[src/rtl/psram_ctrl.sv]
module psram_ctrl #(
  parameter int AW       = 17,
  parameter int DW       = 8,
  parameter int ROWW     = 9,
  parameter int INIT_CYC = 10000,
  parameter int DUMMY_N  = 8,
  parameter int CE_LOW   = 6,
  parameter int PRE      = 4,
  parameter int REF_INT  = 1560
) (
  input  logic          clk,
  input  logic          rst_n,
  input  logic          req_valid,
  output logic          req_ready,
  input  logic          req_we,
  input  logic [AW-1:0] req_addr,
  input  logic [DW-1:0] req_wdata,
  output logic          rsp_valid,
  output logic [DW-1:0] rsp_rdata,
  output logic          init_done,
  output logic          mem_ce_n,
  output logic          mem_cs,
  output logic          mem_oe_n,
  output logic          mem_rw_n,
  output logic          mem_rfsh_n,
  output logic [AW-1:0] mem_addr,
  output logic [DW-1:0] mem_dq_out,
  output logic          mem_dq_oe,
  input  logic [DW-1:0] mem_dq_in
);
  localparam int CW  = $clog2(INIT_CYC + CE_LOW + PRE + 2);
  localparam int TW  = $clog2(REF_INT + 1);
  localparam int DNW = $clog2(DUMMY_N + 1);

  typedef enum logic [2:0] {S_INIT, S_IDLE, S_SET, S_ACT, S_PRE} st_t;
  typedef enum logic [1:0] {OP_RD, OP_WR, OP_RF} op_t;

  st_t            st;
  op_t            op;
  logic [CW-1:0]  cnt;
  logic [TW-1:0]  tmr;
  logic [DNW-1:0] dum;
  logic [ROWW-1:0] row;
  logic           ref_due;
  logic [AW-1:0]  addr_q;
  logic [DW-1:0]  wdata_q;

  assign req_ready  = (st == S_IDLE) && !ref_due;
  assign mem_ce_n   = (st != S_ACT);
  assign mem_cs     = (st == S_SET) || (st == S_ACT) || (st == S_PRE);
  assign mem_oe_n   = !((st == S_ACT) && (op == OP_RD));
  assign mem_rw_n   = !((st == S_ACT) && (op == OP_WR));
  assign mem_rfsh_n = 1'b1;
  assign mem_addr   = addr_q;
  assign mem_dq_out = wdata_q;
  assign mem_dq_oe  = (op == OP_WR) &&
                      ((st == S_SET) || (st == S_ACT) || ((st == S_PRE) && (cnt == '0)));

  always_ff @(posedge clk or negedge rst_n) begin
    if (!rst_n) begin
      st <= S_INIT; op <= OP_RF; cnt <= '0; tmr <= '0; dum <= '0; row <= '0;
      ref_due <= 1'b0; addr_q <= '0; wdata_q <= '0;
      rsp_valid <= 1'b0; rsp_rdata <= '0; init_done <= 1'b0;
    end else begin
      rsp_valid <= 1'b0;
      if (init_done) begin
        if (tmr == TW'(REF_INT - 1)) begin
          tmr <= '0;
          ref_due <= 1'b1;
        end else tmr <= tmr + 1'b1;
      end
      case (st)
        S_INIT: begin
          if (cnt == CW'(INIT_CYC - 1)) begin
            cnt <= '0; st <= S_SET; op <= OP_RF; addr_q <= AW'(row);
          end else cnt <= cnt + 1'b1;
        end
        S_IDLE: begin
          if (ref_due) begin
            ref_due <= 1'b0; op <= OP_RF; addr_q <= AW'(row); st <= S_SET;
          end else if (req_valid) begin
            op <= req_we ? OP_WR : OP_RD;
            addr_q <= req_addr; wdata_q <= req_wdata; st <= S_SET;
          end
        end
        S_SET: begin
          st <= S_ACT; cnt <= '0;
        end
        S_ACT: begin
          if (cnt == CW'(CE_LOW - 1)) begin
            cnt <= '0; st <= S_PRE;
            if (op == OP_RD) begin
              rsp_rdata <= mem_dq_in; rsp_valid <= 1'b1;
            end
            if (op == OP_RF) begin
              row <= row + 1'b1;
              if (!init_done) dum <= dum + 1'b1;
            end
          end else cnt <= cnt + 1'b1;
        end
        S_PRE: begin
          if (cnt == CW'(PRE - 1)) begin
            cnt <= '0;
            if (init_done) st <= S_IDLE;
            else if (dum == DNW'(DUMMY_N)) begin
              init_done <= 1'b1; st <= S_IDLE;
            end else begin
              st <= S_SET; addr_q <= AW'(row);
            end
          end else cnt <= cnt + 1'b1;
        end
        default: st <= S_INIT;
      endcase
    end
  end

  logic [15:0] lo_cnt, hi_cnt;
  always_ff @(posedge clk or negedge rst_n) begin
    if (!rst_n) begin
      lo_cnt <= '0; hi_cnt <= '0;
    end else if (!mem_ce_n) begin
      lo_cnt <= lo_cnt + 1'b1; hi_cnt <= '0;
    end else begin
      lo_cnt <= '0;
      if (hi_cnt != 16'hFFFF) hi_cnt <= hi_cnt + 1'b1;
    end
  end

  a_r1_no_ready_before_init: assert property (@(posedge clk) disable iff (!rst_n)
    !init_done |-> !req_ready);
  a_r2_addr_stable: assert property (@(posedge clk) disable iff (!rst_n)
    (!mem_ce_n && $past(!mem_ce_n)) |-> $stable(mem_addr));
  a_r3_read_pins: assert property (@(posedge clk) disable iff (!rst_n)
    !mem_oe_n |-> (!mem_ce_n && mem_cs && mem_rw_n));
  a_r4_write_drive: assert property (@(posedge clk) disable iff (!rst_n)
    !mem_rw_n |-> (mem_dq_oe && !mem_ce_n && mem_cs));
  a_r5_ce_width: assert property (@(posedge clk) disable iff (!rst_n)
    $rose(mem_ce_n) |-> (lo_cnt == 16'(CE_LOW)));
  a_r5_precharge: assert property (@(posedge clk) disable iff (!rst_n)
    $fell(mem_ce_n) |-> (hi_cnt >= 16'(PRE)));
  a_r8_rsp_single: assert property (@(posedge clk) disable iff (!rst_n)
    rsp_valid |=> !rsp_valid);
endmodule

[config.mk]
export PLATFORM = sky130hd
export DESIGN_NAME = psram_ctrl
export DESIGN_NICKNAME = d
export VERILOG_FILES = /design/src/rtl/psram_ctrl.sv
export SDC_FILE = /design/constraint.sdc
export NUM_CORES = 1
export LEC_CHECK = 0
export ABC_AREA = 1
export BUFFER_PORTS_ARGS = -buffer_cell sky130_fd_sc_hd__clkbuf_2
export CORE_ASPECT_RATIO = 0.75
export CORE_MARGIN = 3
export CORE_UTILIZATION = 25
export CTS_BUF_LIST = sky130_fd_sc_hd__clkbuf_8 sky130_fd_sc_hd__clkbuf_16
export DETAILED_ROUTE_END_ITERATION = 16
export PLACE_DENSITY = 0.44
export SETUP_SLACK_MARGIN = 0.3
export SYNTH_ARGS = -nofsm -noshare
export SYNTH_HDL_FRONTEND = slang
export SYNTH_SLANG_ARGS = --single-unit
[constraint.sdc]
create_clock -name clk -period 2.2 [get_ports clk]
set_input_delay 0.44 -clock clk [delete_from_list [all_inputs] [get_ports clk]]
set_output_delay 0.44 -clock clk [all_outputs]
set_load 0.02 [all_outputs]
Yosys cells after proc, flatten, opt, wreduce, memory -nomap -nowiden
Index checks and enable logic that the tools add are counted.
{ "op_classes": {"addsub": 4, "bitwise": 2, "eq_ne": 18, "mux": 34, "reduce_logical": 25} }
{ "op_table": {"columns": ["operator", "n"], "rows": [
  ["$mux 17", 6],
  ["$pmux 14 s4", 1],
  ["$pmux 17 s3", 1],
  ["$mux 14", 3],
  ["$mux 3", 5],
  ["$pmux 3 s5", 1],
  ["$add 14x1->14 const B", 1],
  ["$eq 14x14->1 const B", 1],
  ["$eq 14x2->1 const B", 1],
  ["$eq 14x3->1 const B", 1],
  ["$logic_not 14->1", 1],
  ["$reduce_and 3->1", 4],
  ["$add 11x1->11 const B", 1],
  ["$eq 11x11->1 const B", 1],
  ["$mux 11", 1],
  ["$mux 1", 10],
  ["$mux 2", 5],
  ["$add 9x1->9 const B", 1],
  ["$reduce_and 4->1", 2],
  ["$eq 3x2->1 const B", 2],
  ["$ne 2x2->1 const B", 3],
  ["$reduce_and 6->1", 1],
  ["$logic_and 1x1->1", 5],
  ["$add 4x1->4 const B", 1],
  ["18 further kinds", 24]
]} }
{ "word_totals": {"inputBits": 37, "ff_bits": 79, "output_inout_bits": 42, "word_cells": 95} }

Logic depth before layout (Yosys ltp)
Gate-level depths: netlist of the first run.
{ "depth": {"ltp_word": 5, "mapped_depth": 11, "depth_no_buf": 10} }

Least setup slack after synthesis of the first run
No wires, ideal clock.
{ "synth_path": {"path_type": "register -> output", "startpoint": "register cnt[5]", "endpoint": "output port mem_dq_oe", "t_required_ns": 1.760, "path_slack_ns": 0.530, "arrival_time_ns": 1.230, "path_stages_with_launch": 6, "cell_sequence": "dfrtp_1 -> nor2_1 -> nand2_2 -> nor3_1 -> nand4_1 -> a21oi_1"} }
{ "synth_via": {"elab_chain_cells": 4} }
{ "synth_lines": {"columns": ["element", "line_no", "source"], "rows": [
  ["from (decl)", "40", "logic [CW-1:0] cnt;"],
  ["from (signal assigned)", "76", "end else cnt <= cnt + 1'b1;"],
  ["from (signal assigned)", "99", "end else cnt <= cnt + 1'b1;"],
  ["from (signal assigned)", "110", "end else cnt <= cnt + 1'b1;"],
  ["$logic_not 14->1", "57", "((st == S_SET) || (st == S_ACT) || ((st == S_PRE) && (cnt == '0)));"],
  ["$logic_and 1x1->1", "57", null],
  ["$logic_or 1x1->1", "57", null],
  ["$logic_and 1x1->1", "56", "assign mem_dq_oe = (op == OP_WR) &&"],
  ["to (decl)", "28", "output logic mem_dq_oe,"]
]} }
No other way between the ends.

Worst setup path in the final report of the first run
{ "layout_path": {"startpoint": "register cnt[9]", "endpoint": "output port mem_dq_oe"} }
The elaborated chain is that of the path after synthesis.

==> results.py, run 1 <==
metrics = {
    "outcome": {
        "status": "complete, no violations",
    },
    "flow_run": {
        "cap_violations": 0,
    },
    "power": {
        "power.density_nw_per_um2": 568.3,
        "seqPwrFrac_pct": 47.5,
        "switchingPower_mw": 0.6602,
        "vdd_ir_drop_max_uv": 287.3,
        "combinationalPowerShare_pct": 3.1,
        "p_leak_nw": 2.753,
        "power_frac_clock_pct": 49.5,
        "p_sw_share_pct": 21.41,
        "intPower_mw": 2.424,
    },
    "sta": {
        "hold-worst-slack_ps": 43.06,
        "setup_viol": 0,
        "hold_viol": 0,
        "skew_ps": 6.715,
        "clock.fmax_mhz": 481.9,
        "fin_tns_setup_ps": 0,
        "rsz0062_at_grt": "true",
        "timing.final.crit_share_pct": 94.32,
        "period_needed_ps": 2075,
        "drv_slew": 0,
    },
    "grt": {
        "grt_usage_pct": 12.46,
        "overflow": 0,
        "grt_max_degree": 35,
        "antenna_found_initial": 0,
        "grt_pass1_vias": 3595,
        "grt_pass1_wl_um": 18400,
    },
    "finish": {
        "layout_commonest_cell": "nand2_1",
        "final_net_count": 684,
        "area_delta_synth_final_pct": 29.96,
        "drive_above_1_share_pct": 26.09,
        "nFillCells": 1709,
        "final_cell_mix": "186 x nand2_1, 75 x dfrtp_1, 71 x clkbuf_2",
        "antenna_cells": 0,
    },
    "yosys": {
        "ys_warn_count": 0,
        "synthCells": 532,
        "synth_area_sq_um": 4177,
        "synth_edf_count": 0,
        "async_reset_ff_share_pct": 100.0,
        "syn_area_per_cell_sq_um": 7.851,
        "ys_types": 35,
        "syn_nets": 576,
        "ys_seq_area_share_pct": 47.36,
        "synth_top_flop_cell": "dfrtp_1",
        "ys_ff_latch": 79,
    },
    "clock_tree": {
        "clock_tree.buffer_depth": 2,
        "cts_tree": "done",
        "h-tree-depth": 3,
        "cts_made_buffers": 9,
        "clk_latency_ps": 340,
        "path_clk_slew_ps": 60,
        "numClockSinks": 79,
        "clockRootBuffer": "clkbuf_16",
    },
    "placed_design": {
        "place.port_buffers": 77,
        "dp_hpwl_um": 7911,
        "gp_congestion": 0.8464,
    },
    "routing": {
        "vias": 3722,
        "detail_route.wl_per_cell_um": 13.07,
        "ant_nets": 0,
        "drt_iter0_drc": 231,
        "via_per_inst": 4.358,
        "first_pass_iters": 4,
        "wirelength_um": 11170,
        "drc": 0,
    },
    "floorplan": {
        "die_h_um": 117.9,
        "initial_utilization_pct": 25.84,
        "die_area_sq_um": 18310,
        "pin_count": 79,
        "die_w_um": 155.2,
        "core_area_sq_um": 16170,
        "num_rows": 40,
    },
    "setup_path": {
        "worstSetupEndpointType": "output pin",
        "arrival_ps": 1640,
        "required_ps": 1760,
        "crit_path_max_fanout": 4,
        "start_kind": "flip-flop",
        "critPathKind": "flip-flop to output pin",
    },
    "worst_hold_path": {
        "hp-class": "input port to asynchronous set/reset pin",
    },
}
[cell type report]
cell class                 count  area (sq um)  area share (%)
tap                          210         262.8           4.841
clock inverter                 4         46.29          0.8529
clock buffer                  11         252.7           4.657
sequential                    79          1982           36.51
timing repair buffer         104         629.4           11.60
inverter                      60         227.7           4.195
multi-input combinational    386          2027           37.34
[power groups by stage]
stage	Sequential (mW)	Combinational [mW]	Clock, mW
after floorplan	1.50	0.0113	0
after detailed placement	1.49	0.0989	0
after CTS	1.46	0.0995	1.58
after global placement	1.49	0.0990	0
after global routing	1.46	0.109	1.64
final	1.46	0.0943	1.53
[path summary, 6_finish.rpt]
path,start,end,slack (ps),cells after the start
min in group clk,mem_dq_in[0],rsp_rdata[0],300,3
worst min register to register,mem_dq_out[5],mem_dq_out[5],470,2
worst max-delay path,cnt[9],mem_dq_oe,120,6
worst max register to register,st[1],cnt[9],400,10
worst min-delay path,rst_n,tmr[1],40,1
max in group asynchronous,rst_n,op[1],1460,2
[per-stage QoR]
stage	utilization (%)	instances	setup slack (ps)	total power, mW	instance area [sq um]
after floorplan	-	532	530.0	1.512	4177
after global placement	29.82	817	362.8	1.590	4821
after detailed placement	29.82	817	351.4	1.590	4821
after CTS	32.83	848	130.3	3.147	5308
after global routing	33.58	854	35.13	3.217	5428
final	33.58	854	125.0	3.084	5428
[cell usage after synthesis (4+ instances only)]
cell,count,area share [%]
nand2_1,187,17
dfrtp_1,78,47
inv_1,53,4.8
nor2_1,42,3.8
o21ai_0,33,4.0
nand3_1,21,2.5
xor2_1,17,3.6
a21oi_1,16,1.9
nand4_1,10,1.5
nor3_1,10,1.2
nand2_2,8,1.2
nor2_2,8,1.2
ha_1,7,2.1
inv_2,6,0.54
xnor2_1,4,0.84
[flip-flops by register name, summed over array words and instances, names as in the netlist, 3 cells and up]
signal,flops
mem_addr,17
cnt,14
tmr,11
row,9
mem_dq_out,8
rsp_rdata,8
dum,4
st,3
[kinds of logic after synthesis]
group	Yosys count	share of synthesized area (%)
and+or+nand+nor	297	31.82
DFF	79	47.36
buffers and inverters	70	6.980
AOI/OAI and AO/OA	56	6.980
xor gates and xnor gates	21	4.404
adders and majority gates	7	2.097
other	1	0.08979
muxes	1	0.2696
[critical path: stages (launching register included)]
cell      delay, ps
dfrtp_1         410
nor2_1          100
nand2_1          90
nor3_2          220
nand4_1         130
a21oi_2         170
clkbuf_8        170
[what timing repair did]
action / 4_1_cts / 5_1_grt
gates cloned: 0 / 3
gates resized for setup: 18 / 17
buffers inserted: 16 / 3
hold buffers: 0 / 0
pin swaps: 5 / 8
setup endpoints to repair: 5 / 32
[layer usage]
layer | wire length (um) | track usage, % | vias up
met4 | 108 | 3.445 | 0
met5 | 0 | 0 | -
li1 | - | - | 1895
met1 | 5497 | 17.98 | 1740
met3 | 651 | 3.859 | 8
met2 | 4908 | 17.94 | 79
Power figures use the tool's default switching activity.
==> inputs of run 2 (changes only) <==
--- a/config.mk
+++ b/config.mk
@@ -7,13 +7,15 @@
 export LEC_CHECK = 0
 export ABC_AREA = 1
 export BUFFER_PORTS_ARGS = -buffer_cell sky130_fd_sc_hd__clkbuf_2
+export CELL_PAD_IN_SITES_DETAIL_PLACEMENT = 1
+export CELL_PAD_IN_SITES_GLOBAL_PLACEMENT = 1
 export CORE_ASPECT_RATIO = 0.75
 export CORE_MARGIN = 3
 export CORE_UTILIZATION = 25
 export CTS_BUF_LIST = sky130_fd_sc_hd__clkbuf_8 sky130_fd_sc_hd__clkbuf_16
 export DETAILED_ROUTE_END_ITERATION = 16
-export PLACE_DENSITY = 0.44
-export SETUP_SLACK_MARGIN = 0.3
+export PLACE_DENSITY = 0.56
+export SETUP_SLACK_MARGIN = 0.02
 export SYNTH_ARGS = -nofsm -noshare
 export SYNTH_HDL_FRONTEND = slang
 export SYNTH_SLANG_ARGS = --single-unit
==> run 2 against run 1 <==
Effect of this change:
- critical path depth unchanged
- worst setup slack got worse by 35 ps
- clock power decreased by 3%
- core utilization decreased by 1.1 points
- register-to-register slack got worse by 140 ps
- sequential share of layout area increased by 1.2 points
- cell area decreased by 3.3%
- clock skew about the same
- first-iteration DRC count decreased by 35%
- final cell count decreased by 1.2%
- largest cell class is now sequential cells
==> results.py, run 2 (synthesis gave the netlist of run 1 again) <==
metrics = {
    "finish": {
        "final_cell_mix": "185 x nand2_1, 76 x dfrtp_1, 75 x clkbuf_2",
        "largest_reg_flops": 17,
        "nFillCells": 1977,
        "antenna_cells": 0,
        "final_cells": 844,
        "drive_above_1_share_pct": 23.66,
        "final_net_count": 673,
        "area_delta_synth_final_pct": 25.61,
        "final_area_sq_um": 5246,
        "layout_commonest_cell": "nand2_1",
    },
    "grt": {
        "overflow": 0,
        "grt_usage_pct": 13.64,
        "grt_pass1_vias": 3979,
        "antenna_found_initial": 0,
        "grt_max_degree": 47,
        "grt_pass1_wl_um": 20260,
    },
    "setup_path": {
        "r2r_slack_ps": 260,
        "required_ps": 1760,
        "start_kind": "flip-flop",
        "crit_path_max_fanout": 2,
        "worst-r2r-cell-count": 9,
        "worstSetupEndpointType": "output pin",
        "critPathKind": "flip-flop to output pin",
        "arrival_ps": 1670,
        "rr_endpoint": "cnt[8]",
        "worstSetupStartpoint": "cnt[5]",
        "r2r_start": "cnt[5]",
    },
    "worst_hold_path": {
        "min_path_cells": 3,
        "hold_end": "rsp_rdata[2]",
        "min_from": "mem_dq_in[2]",
        "hp-class": "input port to flip-flop",
    },
    "sta": {
        "setup_viol": 0,
        "rsz0062_at_grt": "false",
        "fin_tns_setup_ps": 0,
        "skew_ps": 6.822,
        "clock.fmax_mhz": 474.0,
        "hold_viol": 0,
        "timing.final.crit_share_pct": 95.89,
        "hold-worst-slack_ps": 301.4,
        "drv_slew": 0,
        "period_needed_ps": 2110,
    },
    "floorplan": {
        "die_area_sq_um": 18310,
        "pin_count": 79,
        "die_w_um": 155.2,
        "core_area_sq_um": 16170,
        "die_h_um": 117.9,
        "initial_utilization_pct": 25.84,
        "num_rows": 40,
    },
    "routing": {
        "detail_route.wl_per_cell_um": 14.24,
        "first_pass_iters": 4,
        "drc": 0,
        "drt_iter0_drc": 150,
        "ant_nets": 0,
        "vias": 3734,
        "wirelength_um": 12020,
        "via_per_inst": 4.424,
    },
    "clock_tree": {
        "numClockSinks": 79,
        "cts_tree": "done",
        "cts_made_buffers": 9,
        "clk_latency_ps": 340,
        "h-tree-depth": 3,
        "clockRootBuffer": "clkbuf_16",
        "path_clk_slew_ps": 60,
        "clock_tree.buffer_depth": 2,
    },
    "power": {
        "p_leak_nw": 2.678,
        "vdd_ir_drop_max_uv": 311.2,
        "power.density_nw_per_um2": 579.4,
        "finalPower_mw": 3.040,
    },
    "placed_design": {
        "dp_hpwl_um": 9110,
        "place.port_buffers": 77,
        "dpl-instance-area_sq_um": 4833,
        "gp_congestion": 0.8078,
        "place_inst": 817,
    },
    "flow_run": {
        "cap_violations": 0,
    },
    "outcome": {
        "status": "complete, no violations",
    },
}
run 2: metal layers:
layer	share of wire, %	GRT usage [%]
met2	47	21.39
met1	49	18.64
met5	0	0
met4	1.3	3.937
met3	3.6	3.418
run 2: per-stage QoR:
step                util (%)  setup slack (ps)
floorplan                  -             530.0
global placement       29.90             218.8
detailed placement     29.90             163.9
CTS                    32.24             22.14
global route           32.45             4.950
finish                 32.45             90.45
run 2: how the worst max path moves through the flow:
stage	to	slack (ps)	depth (start not counted)
detailed placement	mem_dq_oe	160	6
finish	mem_dq_oe	90	6
floorplan	mem_dq_oe	530	5
global route	mem_dq_oe	5	6
CTS	mem_dq_oe	20	6
global placement	mem_dq_oe	220	6
run 2: worst max-delay path, stage by stage, from the launching register on:
cell and delay, ps:
dfrtp_1 400, nor2_2 140, nand2_2 90, nor3_4 200, nand4_1 120, a21oi_2 200
clkbuf_8 170
run 2: power by group:
| part | switching, mW | internal [mW] | total [mW] |
|---|---|---|---|
| registers | 0.00387 | 1.46 | 1.46 |
| clock network | 0.607 | 0.870 | 1.48 |
| logic | 0.0605 | 0.0377 | 0.0982 |
run 2: layout make-up:
cell class / count / area (sq um) / share of cell area (%)
multi-input cells: 383 / 1932 / 36.82
flip-flops and latches: 79 / 1981 / 37.75
clock buffers: 9 / 225.2 / 4.293
inverters: 60 / 225.2 / 4.293
repair buffers: 96 / 554.3 / 10.57
well taps: 210 / 262.8 / 5.008
clock inverters: 7 / 66.31 / 1.264
run 2: what timing repair did:
action,CTS,global route
resized for setup,5,6
hold buffers,1,0
hold endpoints to repair,13,0
pin swaps,3,1
endpoints found under the setup margin,1,2
setup buffers,7,3
==> inputs of run 3 (changes only) <==
--- a/config.mk
+++ b/config.mk
@@ -11,10 +11,10 @@
 export CELL_PAD_IN_SITES_GLOBAL_PLACEMENT = 1
 export CORE_ASPECT_RATIO = 0.75
 export CORE_MARGIN = 3
-export CORE_UTILIZATION = 25
+export CORE_UTILIZATION = 41
 export CTS_BUF_LIST = sky130_fd_sc_hd__clkbuf_8 sky130_fd_sc_hd__clkbuf_16
 export DETAILED_ROUTE_END_ITERATION = 16
-export PLACE_DENSITY = 0.56
+export PLACE_DENSITY = 0.82
 export SETUP_SLACK_MARGIN = 0.02
 export SYNTH_ARGS = -nofsm -noshare
 export SYNTH_HDL_FRONTEND = slang
==> constraint.sdc (replaced) <==
create_clock -name clk -period 2.2 [get_ports clk]
set_input_delay 0.44 -clock clk [delete_from_list [all_inputs] [get_ports clk]]
set_output_delay 0.44 -clock clk [all_outputs]
set_load 0.01 [all_outputs]
==> run 3 against run 2 <==
Effect of this change:
- critical path depth unchanged
- combinational power fell by 10%
- clock-buffer cell count did not move
- total power rose by 4.2%
- die area decreased by 37%
- first-iteration DRC count rose by 15%
- cell area down 3.0%
- sequential power is essentially flat
- register-to-register slack barely moved
- non-clock buffer count down 11
- largest cell class unchanged
- highest routed layer unchanged
==> results.py, run 3 (synthesis gave the netlist of run 1 again) <==
metrics = {
    "sta": {
        "period_needed_ps": 2094,
        "setup_ws_ps": 106.1,
        "slew_headroom_pct": 61.65,
        "hold-worst-slack_ps": 67.63,
        "fin_tns_setup_ps": 0,
        "clock.fmax_mhz": 477.6,
        "tightest_slew_ps": 573.5,
        "timing.final.crit_share_pct": 95.18,
        "rsz0062_at_grt": "false",
        "skew_ps": 4.056,
        "drv_slew": 0,
        "setup_viol": 0,
        "hold_viol": 0,
    },
    "grt": {
        "grt_max_degree": 40,
        "use_met2_pct": 35.12,
        "grt_usage_pct": 21.16,
        "top_usage_layer": "met2",
        "use_met1_pct": 26.90,
        "overflow": 0,
        "grt_pass1_wl_um": 19240,
        "grt_pass1_vias": 4095,
        "antenna_found_initial": 0,
        "grt_use_met3_pct": 5.381,
    },
    "finish": {
        "nFillCells": 1270,
        "drive_above_1_share_pct": 22.95,
        "largest_reg_flops": 17,
        "final_net_count": 662,
        "area_delta_synth_final_pct": 21.81,
        "antenna_cells": 0,
        "final_cell_mix": "186 x nand2_1, 76 x dfrtp_1, 76 x clkbuf_2",
        "layout_commonest_cell": "nand2_1",
    },
    "placed_design": {
        "dp_hpwl_um": 8616,
        "place_ws_ps": 258.4,
        "gp_congestion": 0.8579,
        "place.port_buffers": 77,
    },
    "setup_path": {
        "start_kind": "flip-flop",
        "critPathKind": "flip-flop to output pin",
        "cp_cell_sequence": "nor2_2 > nand2_2 > nor3_4 > nand4_1 > a21oi_2 > clkbuf_2",
        "crit_path_max_fanout": 5,
        "worstSetupEndpointType": "output pin",
        "slowest_stage": "dfrtp_1",
        "slowest_delay_ps": 440,
        "required_ps": 1760,
        "cpLargestDelayFamily": "simple AND/OR/NAND/NOR gates",
        "path_buf_inv": 1,
        "arrival_ps": 1650,
    },
    "clock_tree": {
        "clockRootBuffer": "clkbuf_16",
        "numClockSinks": 79,
        "path_clk_slew_ps": 60,
        "hold_buffers": 0,
        "cts_tree": "done",
        "clock_tree.buffer_depth": 2,
        "clk_latency_ps": 340,
        "h-tree-depth": 3,
        "cts_made_buffers": 9,
    },
    "routing": {
        "ant_nets": 0,
        "drt_iter0_drc": 172,
        "detail_route.wl_per_cell_um": 15.13,
        "first_pass_iters": 4,
        "wirelength_um": 11430,
        "drc": 0,
        "vias": 3776,
        "via_per_inst": 5.001,
    },
    "power": {
        "p_leak_nw": 2.641,
        "power.density_nw_per_um2": 622.7,
        "vdd_ir_drop_max_uv": 336.6,
    },
    "floorplan": {
        "core_area_sq_um": 9774,
        "initial_utilization_pct": 42.73,
        "die_w_um": 122.5,
        "pin_count": 79,
        "die_h_um": 93.41,
        "die_area_sq_um": 11450,
        "num_rows": 31,
    },
    "flow_run": {
        "cap_violations": 0,
    },
    "worst_hold_path": {
        "hp-class": "input port to asynchronous set/reset pin",
    },
    "outcome": {
        "status": "complete, no violations",
    },
}
[run 3: what timing repair did]
action | CTS | global route
buffers inserted | 0 | 1
gates resized for setup | 2 | 10
endpoints found under the setup margin | 2 | 1
pin swaps | 0 | 1
[run 3: path summary, 6_finish.rpt]
path	from	endpoint	slack [ps]	cells after the start
setup reg to reg	cnt[12]	row[8]	260	6
min in group clk	mem_dq_in[5]	rsp_rdata[5]	300	3
max in group asynchronous	rst_n	cnt[4]	1510	2
hold / removal	rst_n	tmr[7]	70	1
hold reg to reg	mem_dq_out[0]	mem_dq_out[0]	480	2
setup / recovery	cnt[10]	mem_dq_oe	110	6
[run 3: per-stage QoR]
stage | instances | cell area, sq um | total power, mW | util, %
after global routing | 755 | 5087 | 3.277 | 52.05
final | 755 | 5087 | 3.168 | 52.05
after CTS | 754 | 5047 | 3.201 | 51.64
after global placement | 738 | 4716 | 1.579 | 48.25
after detailed placement | 738 | 4716 | 1.583 | 48.25
after floorplan | 532 | 4177 | 1.505 | -
[run 3: area by class of cell]
type	instances	area, sq um	share of cell area [%]
Sequential cell	79	1981	38.93
Multi-Input combinational cell	383	1947	38.27
Timing Repair Buffer	85	447.9	8.805
Clock buffer	9	225.2	4.427
Inverter	60	225.2	4.427
Tap cell	132	165.2	3.246
Clock inverter	7	96.34	1.894
[run 3: layer usage]
metal	wire, um	up-vias
met2	5494	64
met3	476	21
met5	0	-
met4	231	0
li1	-	1844
met1	5223	1847
[run 3: power breakdown]
| group | switching, mW | internal, mW | leakage [nW] |
|---|---|---|---|
| logic | 0.0529 | 0.0352 | 1.46 |
| registers | 0.00417 | 1.46 | 1.03 |
| clock network | 0.620 | 0.995 | 0.148 |
